**config.mk**
```make
export PLATFORM = sky130hd
export DESIGN_NAME = write_narrower
export DESIGN_NICKNAME = d
export VERILOG_FILES = /design/src/rtl/wn_pkg.sv /design/src/rtl/wn_ctrl.sv /design/src/rtl/wn_datapath.sv /design/src/rtl/write_narrower.sv
export SDC_FILE = /design/constraint.sdc
export NUM_CORES = 1
export LEC_CHECK = 0
export BUFFER_PORTS_ARGS = -buffer_cell sky130_fd_sc_hd__buf_2
export CORE_MARGIN = 2
export CORE_UTILIZATION = 56
export DETAILED_ROUTE_END_ITERATION = 10
export HOLD_SLACK_MARGIN = 0.15
export PLACE_DENSITY = 0.85
export SKIP_CTS_REPAIR_TIMING = 1
export SYNTH_ARGS = -nofsm -noshare
export SYNTH_HDL_FRONTEND = slang
export SYNTH_SLANG_ARGS = --single-unit
```
**constraint.sdc**
```tcl
create_clock -name clk -period 4.6 [get_ports clk]
set_clock_uncertainty 0.2 [all_clocks]
set_input_delay 0.23 -clock clk [delete_from_list [all_inputs] [get_ports clk]]
set_output_delay 0.23 -clock clk [all_outputs]
set_load 0.01 [all_outputs]
```
**src/rtl/wn_pkg.sv**
```systemverilog
package wn_pkg;

  // Control-to-datapath strobes
  typedef struct packed {
    logic load;   // capture a new wide request, restart beat count
    logic step;   // current beat taken and more beats remain
  } wnStrobe_t;

endpackage

```
**src/rtl/wn_ctrl.sv**
```systemverilog
module wn_ctrl
  import wn_pkg::*;
(
  input  logic      clk,
  input  logic      rst_n,
  input  logic      inValid,
  input  logic      outReady,
  input  logic      lastBeat,
  output logic      inReady,
  output logic      outValid,
  output wnStrobe_t strobe
);

  logic holding;
  logic fire;

  assign fire     = holding & outReady;
  assign outValid = holding;
  assign inReady  = ~holding | (outReady & lastBeat);

  always_comb begin
    strobe      = '0;
    strobe.load = inValid & inReady;
    strobe.step = fire & ~lastBeat;
  end

  always_ff @(posedge clk) begin
    if (!rst_n) begin
      holding <= 1'b0;
    end else if (strobe.load) begin
      holding <= 1'b1;
    end else if (fire && lastBeat) begin
      holding <= 1'b0;
    end
  end


  no_accept_midsplit_chk: assert property (@(posedge clk) disable iff (!rst_n)
    (outValid && !lastBeat) |-> !inReady);


  accept_then_valid_chk: assert property (@(posedge clk) disable iff (!rst_n)
    (inValid && inReady) |=> outValid);

endmodule

```
**src/rtl/wn_datapath.sv**
```systemverilog
module wn_datapath
  import wn_pkg::*;
#(
  parameter int ADDR_W       = 32,
  parameter int WIDE_BYTES   = 16,
  parameter int NARROW_BYTES = 4,
  parameter int SIZE_W       = $clog2($clog2(WIDE_BYTES) + 1)
) (
  input  logic                      clk,
  input  logic                      rst_n,
  input  wnStrobe_t                 strobe,
  input  logic [ADDR_W-1:0]         inAddr,
  input  logic [SIZE_W-1:0]         inSize,
  input  logic [WIDE_BYTES*8-1:0]   inData,
  output logic                      lastBeat,
  output logic [ADDR_W-1:0]         outAddr,
  output logic [SIZE_W-1:0]         outSize,
  output logic [NARROW_BYTES*8-1:0] outData
);

  localparam int LOG_W  = $clog2(WIDE_BYTES);
  localparam int LOG_N  = $clog2(NARROW_BYTES);
  localparam int LOG_R  = LOG_W - LOG_N;
  localparam int CNT_W  = LOG_R + 1;
  localparam int GROUPS = WIDE_BYTES / NARROW_BYTES;
  localparam int NBITS  = NARROW_BYTES * 8;

  logic [ADDR_W-1:0]       reqAddr;
  logic [SIZE_W-1:0]       reqSize;
  logic [WIDE_BYTES*8-1:0] reqData;
  logic [CNT_W-1:0]        beatIdx;

  always_ff @(posedge clk) begin
    if (!rst_n) begin
      reqAddr <= '0;
      reqSize <= '0;
      reqData <= '0;
      beatIdx <= '0;
    end else if (strobe.load) begin
      reqAddr <= inAddr;
      reqSize <= inSize;
      reqData <= inData;
      beatIdx <= '0;
    end else if (strobe.step) begin
      beatIdx <= beatIdx + 1'b1;
    end
  end

  logic             isSplit;
  logic [CNT_W-1:0] beatsMinus1;

  assign isSplit = reqSize > SIZE_W'(LOG_N);

  always_comb begin
    beatsMinus1 = '0;
    for (int s = LOG_N + 1; s <= LOG_W; s++) begin
      if (reqSize == SIZE_W'(s)) beatsMinus1 = CNT_W'((1 << (s - LOG_N)) - 1);
    end
  end

  assign lastBeat = (beatIdx == beatsMinus1);

  logic [LOG_R-1:0] baseGroup;
  logic [LOG_R-1:0] curGroup;
  logic [NBITS-1:0] laneGrp [GROUPS];

  assign baseGroup = reqAddr[LOG_W-1:LOG_N];
  assign curGroup  = baseGroup + beatIdx[LOG_R-1:0];

  for (genvar g = 0; g < GROUPS; g++) begin : g_lane
    assign laneGrp[g] = reqData[g*NBITS +: NBITS];
  end

  assign outData = laneGrp[curGroup];
  assign outAddr = reqAddr + (ADDR_W'(beatIdx) << LOG_N);
  assign outSize = isSplit ? SIZE_W'(LOG_N) : reqSize;

  logic [ADDR_W-1:0] alignMask;
  assign alignMask = (ADDR_W'(1) << outSize) - ADDR_W'(1);


  beat_bound_chk: assert property (@(posedge clk) disable iff (!rst_n)
    beatIdx <= beatsMinus1);


  addr_aligned_chk: assert property (@(posedge clk) disable iff (!rst_n)
    (outAddr & alignMask) == '0);


  addr_step_chk: assert property (@(posedge clk) disable iff (!rst_n)
    strobe.step |=> outAddr == $past(outAddr) + ADDR_W'(NARROW_BYTES));

endmodule

```
**src/rtl/write_narrower.sv**
```systemverilog
module write_narrower
  import wn_pkg::*;
#(
  parameter int ADDR_W       = 32,
  parameter int WIDE_BYTES   = 16,
  parameter int NARROW_BYTES = 4,
  parameter int SIZE_W       = $clog2($clog2(WIDE_BYTES) + 1)
) (
  input  logic                      clk,
  input  logic                      rst_n,
  input  logic                      inValid,
  output logic                      inReady,
  input  logic [ADDR_W-1:0]         inAddr,
  input  logic [SIZE_W-1:0]         inSize,
  input  logic [WIDE_BYTES*8-1:0]   inData,
  output logic                      outValid,
  input  logic                      outReady,
  output logic [ADDR_W-1:0]         outAddr,
  output logic [SIZE_W-1:0]         outSize,
  output logic [NARROW_BYTES*8-1:0] outData
);

  wnStrobe_t strobe;
  logic      lastBeat;

  wn_ctrl u_ctrl (
    .clk      (clk),
    .rst_n    (rst_n),
    .inValid  (inValid),
    .outReady (outReady),
    .lastBeat (lastBeat),
    .inReady  (inReady),
    .outValid (outValid),
    .strobe   (strobe)
  );

  wn_datapath #(
    .ADDR_W       (ADDR_W),
    .WIDE_BYTES   (WIDE_BYTES),
    .NARROW_BYTES (NARROW_BYTES),
    .SIZE_W       (SIZE_W)
  ) u_dp (
    .clk      (clk),
    .rst_n    (rst_n),
    .strobe   (strobe),
    .inAddr   (inAddr),
    .inSize   (inSize),
    .inData   (inData),
    .lastBeat (lastBeat),
    .outAddr  (outAddr),
    .outSize  (outSize),
    .outData  (outData)
  );


  hold_stable_chk: assert property (@(posedge clk) disable iff (!rst_n)
    (outValid && !outReady) |=> (outValid && $stable(outAddr) && $stable(outSize)
                                  && $stable(outData)));


  reset_idle_chk: assert property (@(posedge clk)
    $past(!rst_n) |-> (!outValid && inReady));

endmodule

```
# Word-level counts from Yosys, hierarchy flattened
# Index checks and enable logic that the tools add are counted.
# Widths: inputs -> output; s select.
[word_totals]
regBits = 167
input_bits = 167
elab_cells = 33
[classes]
n_addsub = 3
order_cmp = 2
n_eq_ne = 3
muxes = 8
bitwise = 9
n_reduce_logical = 3
[ops]
columns = ["operator", "n"]
rows = [
  ["$bmux 32 s2", 1],
  ["$mux 32", 2],
  ["$add 32x5->32", 1],
  ["$and 1x1->1", 4],
  ["$add 3x1->3 const B", 1],
  ["$eq 3x2->1", 1],
  ["$eq 3x2->1 const B", 1],
  ["$eq 3x3->1 const B", 1],
  ["$ge 3x3->1 const B", 1],
  ["$gt 3x2->1 const B", 1],
  ["$mux 1", 3],
  ["$mux 3", 1],
  ["$not 1->1", 3],
  ["$not 2->3", 1],
  ["$add 2x2->2", 1],
  ["$mux 2", 1],
  ["$reduce_bool 2->1", 1],
  ["$reduce_or 2->1", 1],
  ["$logic_and 1x1->1", 1],
  ["$or 1x1->1", 1],
]

# Logic depth before layout (Yosys ltp)
[depth]
word_depth = 8
depth_mapped = 8

# By module
# A second synthesis with hierarchy kept.
[hier_totals]
cells_unflattened = 687
area_unflattened_um2 = 7778.7
[modules_own_cells]
columns = ["module", "instances", "cells_per_inst", "area_each_um2"]
rows = [
  ["wn_datapath", 1, 680, 7722.4],
  ["wn_ctrl", 1, 7, 56.3],
]

# Worst setup path after synthesis
# Ideal clock, no wire load.
[synth_timing]
kind = "register to output"
from = "register u_dp.beatIdx[0]"
to = "output port outAddr[18]"
arrival_ns = 1.988
required_ns = 4.170
slack_ns = 2.182
stages_incl_launch_ff = 9
path_buffers = 1
path_cell_list = "dfxtp_1 -> ha_1 -> fa_1 -> a21o_1 -> nor3b_1 -> nor2b_1 -> buf_2 -> and3_1 -> xor2_1"
[synth_between]
elab_chain_cells = 1
[synth_lines]
columns = ["element", "line_no", "text"]
rows = [
  ["start, declared", "wn_datapath.sv:31", "logic [CNT_W-1:0] beatIdx;"],
  ["start signal, assigned", "wn_datapath.sv:45", "beatIdx <= beatIdx + 1'b1;"],
  ["$add 32x5->32", "wn_datapath.sv:75", "assign outAddr = reqAddr + (ADDR_W'(beatIdx) << LOG_N);"],
  ["end, declared", "write_narrower.sv:18", "output logic [ADDR_W-1:0] outAddr,"],
]
# No other way between the ends.

# Worst setup path after layout
# Ends and elaborated chain as after synthesis.

==> metrics.md <==
| Metric | Value |
|---|---|
| Status | finished, final reports clean |
| Largest net degree at the start of global routing | 148 |
| Fin. max-slew vios | 0 |
| WL per Instance | 17.6 um |
| Synth Cell Area | 8150 um^2 |
| Die width | 125 um |
| Achievable Freq | 285 MHz |
| Final WS setup | 1090 ps |
| Period minus WS final | 3510 ps |
| Period utilisation layout | 0.764 |
| Overall Power | 3.76 mW |
| Post-synth EDFFs | 0 |
| Final Cell Area | 11400 um^2 |
| TritonCTS clock tree | done |
| First-pass GRT wire length | 30600 um |
| Count leader, synth | nand2_1 |
| Placed Area | 9200 um^2 |
| Net Sw Frac | 0.261 |
| Yosys top cell by area | dfxtp_1 |
| Via count | 7754 |
| Area Growth Syn to Fin | 39.9% |
| I/O Pins | 236 |
| Vias in the first global route | 6420 |
| CP endpoint kind | output pin |
| P_int | 2.78 mW |
| Htree depth | 4 |
| Initial antenna violation count | 1 |
| GR Overflow Total | 0 |
| Leakage | 5.36 nW |
| Gpl congestion | 0.841 |
| CTS Root Cell | clkbuf_16 |
| Part of the power in combinational logic | 0.197 |
| WL final | 25000 um |
| HPWL Detailed | 12700 um |
| Final nets | 1399 |
| Peak supply drop | 0.276 mV |
| Initial Util | 0.567 |
| Hold Worst Slack | 142 ps |
| Antenna viol nets, final | 0 |
| Post-Synthesis Cells | 870 |
| Area share of the largest cell type after synthesis | 0.410 |
| Drt initial violations | 583 |
| Syn. warnings | 0 |
| Clock power frac | 0.365 |
| Sequential Power Share | 0.439 |
| CTS sink cnt | 167 |
| Top post-synthesis cells by area | dfxtp_1 (41%), mux2i_1 (20%), nand2_1 (16%) |
| Die area | 15500 um^2 |
| Register area share after synthesis | 0.410 |
| Post-Syn Nets | 1042 |
| Worst setup path class | reg2out |
| Core Region | 14400 um^2 |
| FF+latch count, synth | 167 |
| Drt drc | 0 |
| Clock tree buffer depth | 2 |
| Critical-path maximum fanout | 8 |
| DIE HEIGHT | 125 um |
| Row count | 44 |
| Critical Path RT | 4170 ps |
| Sum Neg Setup Slack | 0 ps |
| Clock slew at reported path FFs | 60 ps |
| Primary FF master, synth | dfxtp_1 |
| IO Port Bufs | 234 |
| Unrepaired setup endpoints after global routing | no |
| Worst skew pair latency | 410 ps |
| Rel. slew slack | 0.305 |
| CTS buffer count | 17 |
| Total track usage | 0.239 |
| Yosys cell types | 39 |
| Worst hold path class | in2reg |
| Synth top cells by count | nand2_1 (339), dfxtp_1 (167), mux2i_1 (165), clkbuf_1 (39), mux4_2 (32) |
| Startpoint types | register |
| Ratio of cells with drive above 1 in the final layout | 0.242 |
| Ys async rst share | 0 |
| WP data arrival | 3080 ps |
| DR pass1 iterations | 5 |
| PwrDens | 330 nW/um^2 |
| Synth Area per Inst | 9.37 um^2 |
| Max cap viols | 0 |
| Final setup viols | 0 |
| Actual slew at the worst max-slew pin | 1040 ps |
| P_sw | 0.982 mW |
| Endpoints failing hold | 0 |
| DP Worst Slack | 1740 ps |
| Via-to-Cell Ratio | 5.46 |
per-layer routing:
metal  share of wire  wire length, um  GRT usage  vias up
li1                -                -          -     3606
met4           0.047             1190     0.0833        0
met1            0.38             9570      0.304     3636
met5               0                0          0        -
met2            0.51            12700      0.388      391
met3           0.058             1450     0.0687      121
path summary, 6_finish.rpt:
check,cells after the start,startpoint,slack [ps],end
setup reg to reg,6,u_dp.beatIdx[0]$_SDFFE_PP0P_,1750,u_dp.reqData[75]$_SDFFE_PN0P_
hold / removal,5,outReady,140,u_dp.beatIdx[2]$_SDFFE_PP0P_
setup / recovery,8,u_dp.beatIdx[0]$_SDFFE_PP0P_,1090,outAddr[18]
hold reg to reg,2,u_dp.reqData[68]$_SDFFE_PN0P_,260,u_dp.reqData[68]$_SDFFE_PN0P_
critical path: stages (launching register included):
cell,delay [ps]
dfxtp_1,450
ha_2,240
fa_2,210
a21o_1,190
nor3b_1,390
nor2b_1,620
and3_1,270
xor2_1,150
buf_2,150
power by group through the flow:
stage,Combinational (mW),Sequential (mW),Clock (mW)
after detailed placement,0.599,1.67,0
after CTS,0.602,1.64,1.38
after global placement,0.585,1.66,0
after global routing,0.793,1.66,1.45
after floorplan,0.450,1.65,0
final,0.741,1.65,1.37
kinds of logic (layout without fill, tap and decap cells):
family                     after synthesis  count (layout)  share of synthesized area
DFF                                    167             167                      0.410
and+or+nand+nor                        389             389                      0.191
xor gates and xnor gates                29              29                     0.0312
adders and majority gates                5               5                    0.00860
other                                    1               2                   0.000460
AOI/OAI and AO/OA                       10              10                    0.00921
buffers and inverters                   72             437                     0.0586
muxes                                  197             197                      0.291
metrics by stage:
stage | cells | util
6_report | 1420 | 0.793
5_1_grt | 1420 | 0.793
4_1_cts | 1254 | 0.678
3_5_place_dp | 1227 | 0.640
3_3_place_gp | 1227 | 0.640
2_1_floorplan | 870 | -
final cells by class:
type	count	area, um^2
multi-input combinational	631	4340
sequential	167	3340
fill	779	2970
timing repair buffer	404	2910
clock buffer	23	478
tap	184	230
clock inverter	4	72.6
inverter	6	22.5
antenna	1	2.50
state kept, by name, indices dropped and copies added, names as in the netlist:
| signal | count |
|---|---|
| u_ctrl.outValid | 1 |
| u_dp.beatIdx | 3 |
| u_dp.reqData | 128 |
| u_dp.reqSize | 3 |
| u_dp.reqAddr | 32 |
cells in the final DEF, fill, tap and decap left out, types with 10 or more instances in the layout:
cell,instances
nand2_1,339
nor2_1,13
nand4_1,10
xor2_1,12
dfxtp_1,167
mux2i_1,165
dlygate4sd3_1,165
mux4_2,32
xnor2_1,17
clkbuf_16,17
buf_2,233
Power figures use the tool's default switching activity.
